[config.mk]
export PLATFORM = sky130hd
export DESIGN_NAME = csync_vsampler
export DESIGN_NICKNAME = d
export VERILOG_FILES = /design/src/rtl/csvs_pkg.sv /design/src/rtl/csvs_edge.sv /design/src/rtl/csvs_pipe.sv /design/src/rtl/csvs_sampler.sv /design/src/rtl/csync_vsampler.sv
export SDC_FILE = /design/constraint.sdc
export NUM_CORES = 1
export LEC_CHECK = 0
export BUFFER_PORTS_ARGS = -buffer_cell sky130_fd_sc_hd__buf_2
export CAP_MARGIN = 20
export CORE_ASPECT_RATIO = 1.4
export CORE_MARGIN = 4
export CORE_UTILIZATION = 55
export DETAILED_ROUTE_END_ITERATION = 12
export GPL_TIMING_DRIVEN = 0
export PLACE_DENSITY_LB_ADDON = 0.25
export SYNTH_ARGS = -nofsm -noshare
export SYNTH_HDL_FRONTEND = slang
export SYNTH_SLANG_ARGS = --single-unit
[constraint.sdc]
create_clock -name clk -period 4.55 [get_ports clk]
set_input_delay 0.455 -clock clk [delete_from_list [all_inputs] [get_ports clk]]
set_output_delay 0.455 -clock clk [all_outputs]
set_load 0.05 [all_outputs]
[src/rtl/csvs_pkg.sv]
package csvs_pkg;

   // Edge event travelling from the detector to the sampler.
   typedef struct packed {
      logic fire;   // a falling sync edge was seen
      logic half;   // the edge sits at a half-line position
   } csvs_trig_t;

endpackage

[src/rtl/csvs_edge.sv]
module csvs_edge #(
   parameter int SYNC_STAGES = 2
) (
   input  logic clk,
   input  logic rst_n,
   input  logic csync_n,
   output logic level_o,
   output logic fall_o
);

   localparam int LAST = SYNC_STAGES - 1;

   if (SYNC_STAGES < 2) begin : g_bad_sync
      $error("csvs_edge: SYNC_STAGES must be at least 2");
   end

   logic [LAST:0] sync_q;
   logic          prev_q;

   always_ff @(posedge clk or negedge rst_n) begin
      if (!rst_n) begin
         sync_q <= '1;
         prev_q <= 1'b1;
      end else begin
         sync_q <= {sync_q[LAST-1:0], csync_n};
         prev_q <= sync_q[LAST];
      end
   end

   assign level_o = sync_q[LAST];
   assign fall_o  = prev_q & ~sync_q[LAST];

   // an edge event lasts exactly one clock
   assert_fall_single_R3: assert property (@(posedge clk) disable iff (!rst_n)
      fall_o |=> !fall_o);

endmodule

[src/rtl/csvs_pipe.sv]
module csvs_pipe
   import csvs_pkg::*;
#(
   parameter int LOCK_MODE = 1,
   parameter int CLR_LAT   = 3
) (
   input  logic       clk,
   input  logic       rst_n,
   input  csvs_trig_t d_i,
   output csvs_trig_t q_o
);

   if (CLR_LAT < 0) begin : g_bad_lat
      $error("csvs_pipe: CLR_LAT must not be negative");
   end

   if (LOCK_MODE != 0 && CLR_LAT > 0) begin : g_lat
      csvs_trig_t stg_q [CLR_LAT];

      always_ff @(posedge clk or negedge rst_n) begin
         if (!rst_n) begin
            for (int i = 0; i < CLR_LAT; i++) stg_q[i] <= '0;
         end else begin
            stg_q[0] <= d_i;
            for (int i = 1; i < CLR_LAT; i++) stg_q[i] <= stg_q[i-1];
         end
      end

      assign q_o = stg_q[CLR_LAT-1];
   end else begin : g_bypass
      assign q_o = d_i;
   end

endmodule

[src/rtl/csvs_sampler.sv]
module csvs_sampler
   import csvs_pkg::*;
#(
   parameter int DLY_W = 8
) (
   input  logic             clk,
   input  logic             rst_n,
   input  csvs_trig_t       trig_i,
   input  logic [DLY_W-1:0] code_i,
   input  logic             level_i,
   output logic             vsync_n_o,
   output logic             field_o
);

   if (DLY_W < 1) begin : g_bad_w
      $error("csvs_sampler: DLY_W must be at least 1");
   end

   logic             busy_q;
   logic [DLY_W-1:0] cnt_q;
   logic             half_q;
   logic             vs_q;
   logic             fld_q;
   logic             due;

   assign due = busy_q && (cnt_q == '0) && !trig_i.fire;

   always_ff @(posedge clk or negedge rst_n) begin
      if (!rst_n) begin
         busy_q <= 1'b0;
         cnt_q  <= '0;
         half_q <= 1'b0;
         vs_q   <= 1'b1;
         fld_q  <= 1'b0;
      end else if (trig_i.fire) begin
         busy_q <= 1'b1;
         cnt_q  <= code_i;
         half_q <= trig_i.half;
      end else if (busy_q) begin
         if (cnt_q == '0) begin
            busy_q <= 1'b0;
            vs_q   <= level_i;
            if (level_i != vs_q) fld_q <= half_q;
         end else begin
            cnt_q <= cnt_q - 1'b1;
         end
      end
   end

   assign vsync_n_o = vs_q;
   assign field_o   = fld_q;

   assert_load_code_R2: assert property (@(posedge clk) disable iff (!rst_n)
      trig_i.fire |=> (busy_q && cnt_q == $past(code_i)));

   assert_count_down_R2: assert property (@(posedge clk) disable iff (!rst_n)
      (busy_q && cnt_q != '0 && !trig_i.fire) |=> (cnt_q == $past(cnt_q) - 1'b1));

   assert_restart_R4: assert property (@(posedge clk) disable iff (!rst_n)
      (busy_q && trig_i.fire) |=> (busy_q && half_q == $past(trig_i.half)));

   assert_quiet_R8: assert property (@(posedge clk) disable iff (!rst_n)
      !due |=> $stable(vs_q));

   assert_field_hold_R5: assert property (@(posedge clk) disable iff (!rst_n)
      $stable(vs_q) |-> $stable(fld_q));

endmodule

[src/rtl/csync_vsampler.sv]
module csync_vsampler
   import csvs_pkg::*;
#(
   parameter int DLY_W       = 8,
   parameter int SYNC_STAGES = 2,
   parameter int LOCK_MODE   = 1,
   parameter int CLR_LAT     = 3,
   parameter int HPOS_W      = 11,
   parameter int HALF_WIN    = 256
) (
   input  logic             clk,
   input  logic             rst_n,
   input  logic             csync_n,
   input  logic             hclr,
   input  logic             reg_we,
   input  logic [DLY_W-1:0] reg_wdata,
   output logic [DLY_W-1:0] reg_rdata,
   output logic             vsync_n,
   output logic             field_flag
);

   localparam logic [HPOS_W-1:0] HPOS_MAX = {HPOS_W{1'b1}};
   localparam logic [HPOS_W-1:0] HWIN     = HPOS_W'(HALF_WIN);

   if (HALF_WIN < 1 || HALF_WIN > (2 ** HPOS_W) - 1) begin : g_bad_win
      $error("csync_vsampler: HALF_WIN must fit in HPOS_W bits");
   end

   // Host delay register: deliberately without reset.
   logic [DLY_W-1:0] dly_code;
   always_ff @(posedge clk) begin
      if (reg_we) dly_code <= reg_wdata;
   end
   assign reg_rdata = dly_code;

   // Horizontal position since the last line-start pulse, saturating.
   logic [HPOS_W-1:0] hpos_q;
   always_ff @(posedge clk or negedge rst_n) begin
      if (!rst_n)                 hpos_q <= '0;
      else if (hclr)              hpos_q <= '0;
      else if (hpos_q != HPOS_MAX) hpos_q <= hpos_q + 1'b1;
   end

   logic       level;
   logic       fall;
   csvs_trig_t det;
   csvs_trig_t trig;

   csvs_edge #(.SYNC_STAGES(SYNC_STAGES)) u_edge (
      .clk     (clk),
      .rst_n   (rst_n),
      .csync_n (csync_n),
      .level_o (level),
      .fall_o  (fall)
   );

   assign det.fire = fall;
   assign det.half = (hpos_q >= HWIN);

   csvs_pipe #(.LOCK_MODE(LOCK_MODE), .CLR_LAT(CLR_LAT)) u_pipe (
      .clk   (clk),
      .rst_n (rst_n),
      .d_i   (det),
      .q_o   (trig)
   );

   csvs_sampler #(.DLY_W(DLY_W)) u_smp (
      .clk       (clk),
      .rst_n     (rst_n),
      .trig_i    (trig),
      .code_i    (dly_code),
      .level_i   (level),
      .vsync_n_o (vsync_n),
      .field_o   (field_flag)
   );

   assert_hpos_clear_R7: assert property (@(posedge clk) disable iff (!rst_n)
      hclr |=> (hpos_q == '0));

   assert_hpos_step_R5: assert property (@(posedge clk) disable iff (!rst_n)
      (!hclr && hpos_q != HPOS_MAX) |=> (hpos_q == $past(hpos_q) + 1'b1));

endmodule

-- Word-level counts from Yosys, hierarchy flattened
Cells that the tools add are included.
W data, S select, Z words.
- add/subtract/negate cells: 2
- multipliers: 0
- divide/modulo/power cells: 0
- $lt $le $gt $ge: 1
- equality and inequality tests: 3
- shift operators: 0
- multiplexer cells: 8
- bitwise gates (word level): 3
- reductions and logical operators: 6
- operators with widths (kind ; count):
    $mux W8 ; 3
    $mux W11 ; 2
    $add A11 B1 Y11 const B ; 1
    $ge A11 B9 Y1 const B ; 1
    $ne A11 B11 Y1 const B ; 1
    $logic_not A8 Y1 ; 1
    $sub A8 B1 Y8 const B ; 1
    $reduce_and A4 Y1 ; 1
    $reduce_bool A2 Y1 ; 2
    $mux W1 ; 3
    $reduce_and A3 Y1 ; 1
    $ne A2 B2 Y1 const B ; 1
    $not A1 Y1 ; 2
    $reduce_and A2 Y1 ; 1
    $and A1 B1 Y1 ; 1
    $ne A1 B1 Y1 ; 1
- bits in registers: 40
- latch bits: 0
- memory bits (writable): 0
- bits in read-only memories: 0
- input port bits: 13
- output and inout bits: 10
- word-level logic and storage cells: 38
- memories kept: 0

-- Depth between registers and ports, before layout
Gate-level depths: netlist of run 1.
- depth after elaboration: 4
- gate-level depth with buffers: 5
- mapped depth without buffers: 5

-- Hierarchy
A second synthesis of run 1 with hierarchy kept.
- cell total of the unflattened synthesis: 157
- area, all modules: 1871.8 µm²
- modules (own cells, without submodules) (module ; instances ; cells an instance ; area each (µm²) ; seq. area each (µm²)):
    csync_vsampler ; 1 ; 67 ; 854.6 ; 515.5
    csvs_sampler ; 1 ; 78 ; 759.5 ; 301.5
    csvs_pipe ; 1 ; 8 ; 165.2 ; 150.1
    csvs_edge ; 1 ; 4 ; 92.6 ; 78.8

-- Least setup slack after synthesis of run 1
No wires, ideal clock.
- kind: flip-flop to flip-flop
- start point: reg u_smp.cnt_q[0]
- end point: reg u_smp.fld_q (netlist: u_smp.field_o)
- setup time: 128 ps
- arrival time: 1696 ps
- required time: 4422 ps
- path slack: 2726 ps
- stages on the path, launching flop included: 6
- path buffers: 0
- period minus slack after synthesis: 1824 ps
- cell sequence: dfrtp_1 inv_1 ha_1 or4b_1 nor4_1 mux2_1
- longest elaborated chain between the ends: 2
- ends and longest elaborated chain (element ; RTL line ; text):
    start: declaration ; csvs_sampler.sv:20 ; logic [DLY_W-1:0] cnt_q;
    start signal: assignment ; csvs_sampler.sv:37 ; cnt_q <= code_i;
    start signal: assignment ; csvs_sampler.sv:45 ; cnt_q <= cnt_q - 1'b1;
    $logic_not A8 Y1 ; csvs_sampler.sv:40 ; if (cnt_q == '0) begin
    $reduce_and A4 Y1 (no line) ; -- ;
    end signal: assignment ; csvs_sampler.sv:43 ; if (level_i != vs_q) fld_q <= half_q;
    end: declaration ; csvs_sampler.sv:23 ; logic fld_q;
Every way passes these cells.
A chain may end at the register's enable or synchronous reset.

-- Worst setup path in the final report of run 1
- start point: reg hpos_q[1]
- end point: reg hpos_q[0]
- longest elaborated chain between the ends: 2
- ends and longest elaborated chain (element ; RTL line ; text):
    start: declaration ; csync_vsampler.sv:37 ; logic [HPOS_W-1:0] hpos_q;
    start signal: assignment ; csync_vsampler.sv:41 ; else if (hpos_q != HPOS_MAX) hpos_q <= hpos_q + 1'b1;
    $ne A11 B11 Y1 ; csync_vsampler.sv:41 ;
    $reduce_bool A2 Y1 (no line) ; -- ;
Every way passes these cells.

==> results of run 1 <==
[worst paths after layout]
kind	endpoint	slack, ns	depth (start not counted)
worst min-delay path	u_smp.cnt_q[6]	0.21	1
min in group clk	u_edge.sync_q[0]	0.27	1
max in group asynchronous	u_pipe.g_lat.stg_q[4]	3.87	1
worst min register to register	u_pipe.q_o[0]	0.35	0
worst max register to register	hpos_q[0]	2.55	5
worst max-delay path	hpos_q[0]	2.55	5
[layout make-up]
type / instances / area [µm²] / area share (%)
plain buffers: 8 / 31.28 / 1.516
multi-input cells: 96 / 719.4 / 34.87
clock buffers: 7 / 76.32 / 3.699
well taps: 39 / 48.80 / 2.365
repair buffers: 22 / 110.1 / 5.337
inverters: 7 / 26.28 / 1.273
flip-flops and latches: 40 / 1046 / 50.70
clock inverters: 1 / 5.005 / 0.2426
[routing by layer]
metal  up-vias  track usage, %  share of wire (%)
li1        642               -                  -
met1       661           21.36                 37
met4         0           12.83                4.1
met5         -               0                  0
met3        16           5.424                6.5
met2        61           33.56                 53
[where the power goes]
part | internal (mW) | switching (mW) | leakage, nW | total [mW]
combinational | 0.0831 | 0.122 | 0.348 | 0.205
clock | 0.108 | 0.118 | 0.0422 | 0.225
sequential | 0.411 | 0.0505 | 0.483 | 0.462
[registers in the layout (all words and copies together), names as in the netlist]
register            cells
u_pipe.q_o              2
u_smp.field_o           1
u_smp.cnt_q             8
u_smp.vsync_n_o         1
u_pipe.g_lat.stg_q      4
u_smp.half_q            1
u_edge.prev_q           1
u_edge.sync_q           2
reg_rdata               8
hpos_q                 11
u_smp.busy_q            1
[cells in the final DEF (no fill, tap or decap), drive strengths merged, types with 2 or more instances in the layout]
| master | synthesis | layout |
|---|---|---|
| or4b | 3 | 3 |
| edfxtp | 8 | 8 |
| buf | 2 | 24 |
| inv | 7 | 7 |
| nand4 | 2 | 2 |
| nor3 | 5 | 5 |
| or3 | 2 | 2 |
| a31oi | 4 | 4 |
| a2111oi | 2 | 2 |
| a21oi | 8 | 8 |
| ha | 4 | 4 |
| nor4 | 2 | 2 |
| and4 | 3 | 3 |
| and3 | 4 | 4 |
| nor2 | 4 | 4 |
| dfrtp | 28 | 28 |
| a311oi | 5 | 5 |
| a21boi | 3 | 3 |
| nor2b | 2 | 2 |
| mux2 | 4 | 4 |
| a2bb2oi | 2 | 2 |
| nand3 | 3 | 3 |
| and2 | 4 | 4 |
| dfstp | 4 | 4 |
| nand2 | 3 | 3 |
| nand2b | 3 | 3 |
| clkbuf | 6 | 13 |
| o311a | 2 | 2 |
| a221o | 2 | 2 |
| a211oi | 4 | 4 |
[critical path, cell delays in order (launching register included)]
cell,delay [ns]
dfrtp_1,0.48
ha_1,0.19
clkbuf_1,0.28
and4_1,0.35
and3_1,0.25
mux2_2,0.35
[per-stage QoR]
step	setup WS, ns	power, mW	hold WS [ns]	instance area (µm²)	utilization, %
global placement	2.614	0.6530	0.3338	1982	62.86
global route	2.407	0.9488	0.2487	2063	65.44
finish	2.547	0.8920	0.2141	2063	65.44
floorplan	2.726	0.6067	0.1594	1823	-
CTS	2.558	0.8981	0.2233	2063	65.44
detailed placement	2.572	0.6697	0.3381	1982	62.86
[kinds of logic (layout without fill, tap and decap cells)]
| group | count (synthesis) | in the layout | synth area share (%) |
|---|---|---|---|
| flip-flops | 40 | 40 | 57.38 |
| adder cells (fa/ha/maj) | 4 | 4 | 2.745 |
| XOR/XNOR | 1 | 1 | 0.4805 |
| AO/OA/AOI/OAI | 40 | 40 | 16.95 |
| AND/OR/NAND/NOR | 46 | 46 | 16.27 |
| buffers and inverters | 15 | 45 | 3.157 |
| multiplexers | 5 | 5 | 3.020 |
==> flow_summary.yaml, run 1 <==
finish:
  syn_to_final_growth_pct: 13.18
  fin_cells: 220
  nets: 197
  antenna_cells: 0
  drive_gt1_share_pct: 20.44
  num-fill-cells: 260
clock_network:
  tritoncts: "built"
  clock-sinks: 40
  htree_levels: 2
  cts_setup_buffers: 0
  clockBufferDepth: 2
  clkTransAtPathRegs_ns: 0.08
  cts_buffers: 5
  cts_hold_buf: 0
  cts.root.buffer_cell: "clkbuf_8"
  cts_resized: 0
  clk_latency_ns: 0.29
setup_path:
  critPathRequiredTime_ns: 4.73
  critPathKind: "reg2reg"
  cp-start-kind: "flop"
  cp_max_fo: 9
  cp-end-kind: "flop"
  crit_path_start: "hpos_q[1]"
  critical_path_arrival_ns: 2.18
  reg2reg_from: "hpos_q[1]"
placed_design:
  dp_hpwl_mm: 2.739
  place_inst: 212
  gp_congestion: 0.8504
  io_buffers: 22
yosys:
  synth.distinct_cells: 49
  syn_nets: 168
  netlist_area_um2: 1823
  async_flop_share_pct: 80.00
  syn_inst: 151
  synth.most_common_cell: "dfrtp_1"
  yosysSeqAreaShare_pct: 57.38
  yosys-top-cells-area: "dfrtp_1 (38%), edfxtp_1 (13%), dfstp_2 (5.8%)"
  synth.ff_latch_count: 40
  synth_top_area_share_pct: 38.44
  syn_avg_cell_area_um2: 12.07
  netlist.top_cell.by_area: "dfrtp_1"
  synth_ff_type: "dfrtp_1"
  synthTopCellsByCount: "dfrtp_1 (28), a21oi_1 (8), edfxtp_1 (8), inv_1 (7), clkbuf_1 (6)"
  synth_edf_count: 8
  yosys_warnings: 0
global_routing:
  first_global_vias: 1442
  grt_usage_pct: 19.92
  grt_pass1_wl_mm: 6.561
  grt_max_degree: 33
  gr-total-overflow: 0
  antenna_found_initial: 0
detailed_routing:
  antenna_left: 0
  vias_per_cell: 6.273
  drtPass1Iterations: 4
  wirelength_mm: 3.835
  wl_per_cell_um: 17.43
  vias: 1380
  drc_errors: 0
  drtIter0Drc: 72
floorplanning:
  num_rows: 24
  start_util_pct: 57.82
  die-area_um2: 4313
  die_h_um: 76.12
  design.core.area_um2: 3153
  num_io_pins: 23
  die_w_um: 56.66
timing:
  fin_crit_ns: 2.003
  fmax_mhz: 499.3
  fin_setup_tns_ns: 0
  slew_violations: 0
  tightest_slew_ns: 0.7194
  setup_violations: 0
  slew_headroom_pct: 52.04
  final_hold_viol_count: 0
  finClkSkew_ns: 0.007148
  finalCritPeriodShare_pct: 44.02
  rsz0062_at_grt: "false"
pwr:
  powerDensity_nw_per_um2: 432.3
  irDropWorstVdd_v: 0.0003088
  p_leak_nw: 0.8735
run_status:
  status: "completed"
job:
  drv_cap: 0
hold_path:
  hold_class: "in2async"
Power figures use the tool's default switching activity.
==> inputs of run 2 (changes only) <==
==> constraint.sdc (replaced) <==
create_clock -name clk -period 1.95 [get_ports clk]
set_input_delay 0.195 -clock clk [delete_from_list [all_inputs] [get_ports clk]]
set_output_delay 0.195 -clock clk [all_outputs]
set_load 0.05 [all_outputs]
==> run 2 against run 1 <==
Effect of this change: flip-flop and latch count did not move; critical path depth fell by 1; total power rose by 140%; cell area rose by 3.0%; worst setup slack got worse by 2.5 ns; fmax rose by 4.8%; register-to-register slack got worse by 2.5 ns; sequential share of layout area fell by 1.5 points; die area did not move; count of clock-buffer cells in the layout did not move; sequential power rose by 140%; non-clock buffer count rose by 1; largest cell class unchanged.
==> flow_summary.yaml, run 2 (synthesized netlist as in run 1, its figures left out) <==
global_routing:
  antenna_found_initial: 0
  first_global_vias: 1481
  gr-total-overflow: 0
  grt_usage_pct: 20.45
  grt_pass1_wl_mm: 6.734
  grt_max_degree: 33
finish:
  num-fill-cells: 247
  utilization_pct: 67.38
  largest_register_ffs: 11
  antenna_cells: 0
  seq_area_um2: 1046
  layout_commonest_cell: "dfrtp_1"
  largest_register: "hpos_q"
  stdcell_area_um2: 2125
  fin_cells: 221
  multi_input_area_um2: 764.5
  nets: 198
  layout.cells.most_common_list: "dfrtp_1 (28), buf_2 (23), a21oi_1 (8), edfxtp_1 (8)"
  drive_gt1_share_pct: 24.18
  syn_to_final_growth_pct: 16.54
timing:
  slew_violations: 0
  fmax_mhz: 523.4
  tightest_slew_ns: 0.7140
  setup_violations: 0
  fin_crit_ns: 1.910
  slew_headroom_pct: 52.40
  final_hold_viol_count: 0
  finalCritPeriodShare_pct: 97.97
  rsz0062_at_grt: "true"
  finClkSkew_ns: 0.009841
  whs_ns: 0.07361
job:
  drv_cap: 0
clock_network:
  htree_levels: 2
  tritoncts: "built"
  clock-sinks: 40
  clk_latency_ns: 0.29
  cts_setup_buffers: 0
  cts.root.buffer_cell: "clkbuf_8"
  clockBufferDepth: 2
  clkTransAtPathRegs_ns: 0.08
  cts_buffers: 5
detailed_routing:
  wirelength_mm: 3.925
  wl_per_cell_um: 17.76
  drc_errors: 0
  drtPass1Iterations: 4
  antenna_left: 0
  vias_per_cell: 6.217
  drtIter0Drc: 86
  vias: 1374
setup_path:
  cp_slowest_stage_delay_ns: 0.54
  critical_path_arrival_ns: 2.14
  critPathRequiredTime_ns: 2.18
  rrSetupSlack_ns: 0.04
  cp-end-kind: "flop"
  critPathKind: "reg2reg"
  cp_max_fo: 6
  cp-start-kind: "flop"
  cp_slowest_cell: "or4b_1"
  path_cells: "or4b_1, buf_2, a2111oi_0, a311o_1"
floorplanning:
  start_util_pct: 57.82
  die-area_um2: 4313
  num_io_pins: 23
  die_h_um: 76.12
  design.core.area_um2: 3153
  num_rows: 24
  die_w_um: 56.66
placed_design:
  dp_hpwl_mm: 2.739
  io_buffers: 22
  gp_congestion: 0.8504
  place_inst: 212
  place_area_um2: 1982
pwr:
  irDropWorstVdd_v: 0.0007430
  powerDensity_nw_per_um2: 1007
  p_leak_nw: 0.8858
hold_path:
  hold_class: "in2reg"
run_status:
  status: "completed"
[run 2: cell types whose count changed in the layout (fill, tap and decap cells not counted), sizes merged]
cell and change:
dlygate4sd3 +2, clkbuf -1
[run 2: what timing repair did]
item | in CTS | in global routing
setup endpoints to repair | 2 | 5
pin swaps | 0 | 1
gates resized for setup | 3 | 6
hold endpoints to repair | 29 | 0
hold buffers | 2 | 0
[run 2: final timing paths]
check / depth (start not counted) / to / startpoint
max in group asynchronous: 2 / u_pipe.g_lat.stg_q[4] / rst_n
worst min-delay path: 1 / reg_rdata[0] / reg_wdata[0]
min in group asynchronous: 2 / u_smp.cnt_q[6] / rst_n
worst min register to register: 0 / u_pipe.q_o[0] / u_pipe.g_lat.stg_q[2]
worst max register to register: 4 / u_smp.cnt_q[3] / u_smp.cnt_q[2]
worst max-delay path: 4 / u_smp.cnt_q[3] / u_smp.cnt_q[2]
[run 2: where the power goes]
part           total (mW)  internal (mW)  switching [mW]
sequential           1.09          0.959           0.128
clock               0.534          0.251           0.282
combinational       0.519          0.218           0.301
[run 2: per-stage QoR]
stage                     setup TNS [ns]  total power [mW]  worst slack, ns
final                                  0             2.139          0.03955
after global routing           -0.007609             2.262        -0.007609
after CTS                              0             2.110        0.0002152
after detailed placement        -0.04894             1.563         -0.02759
after global placement                 0             1.524          0.01421
after floorplan                        0             1.416           0.1265
[run 2: layer usage]
| layer | track usage [%] | wire length, µm | up-vias | share of wire [%] |
|---|---|---|---|---|
| met2 | 35.19 | 2115 | 51 | 54 |
| met3 | 5.424 | 209 | 12 | 5.3 |
| met4 | 12.83 | 125 | 0 | 3.2 |
| met5 | 0 | 0 | - | 0 |
| li1 | - | - | 644 | - |
| met1 | 21.47 | 1474 | 667 | 38 |
[run 2: worst max-delay path, delay by kind of cell, from the launching register on]
kind / cells / cell delay, ns
compound gates: 2 / 0.69
simple gates: 1 / 0.54
flops: 1 / 0.44
buf+inv: 1 / 0.18
[run 2: area by class of cell]
type | count | share of cell area [%]
clock inverter | 1 | 0.2356
sequential | 40 | 49.23
multi-input combinational | 96 | 35.98
inverter | 7 | 1.237
buffer | 7 | 1.296
timing repair buffer | 24 | 6.125
clock buffer | 7 | 3.592
tap | 39 | 2.297
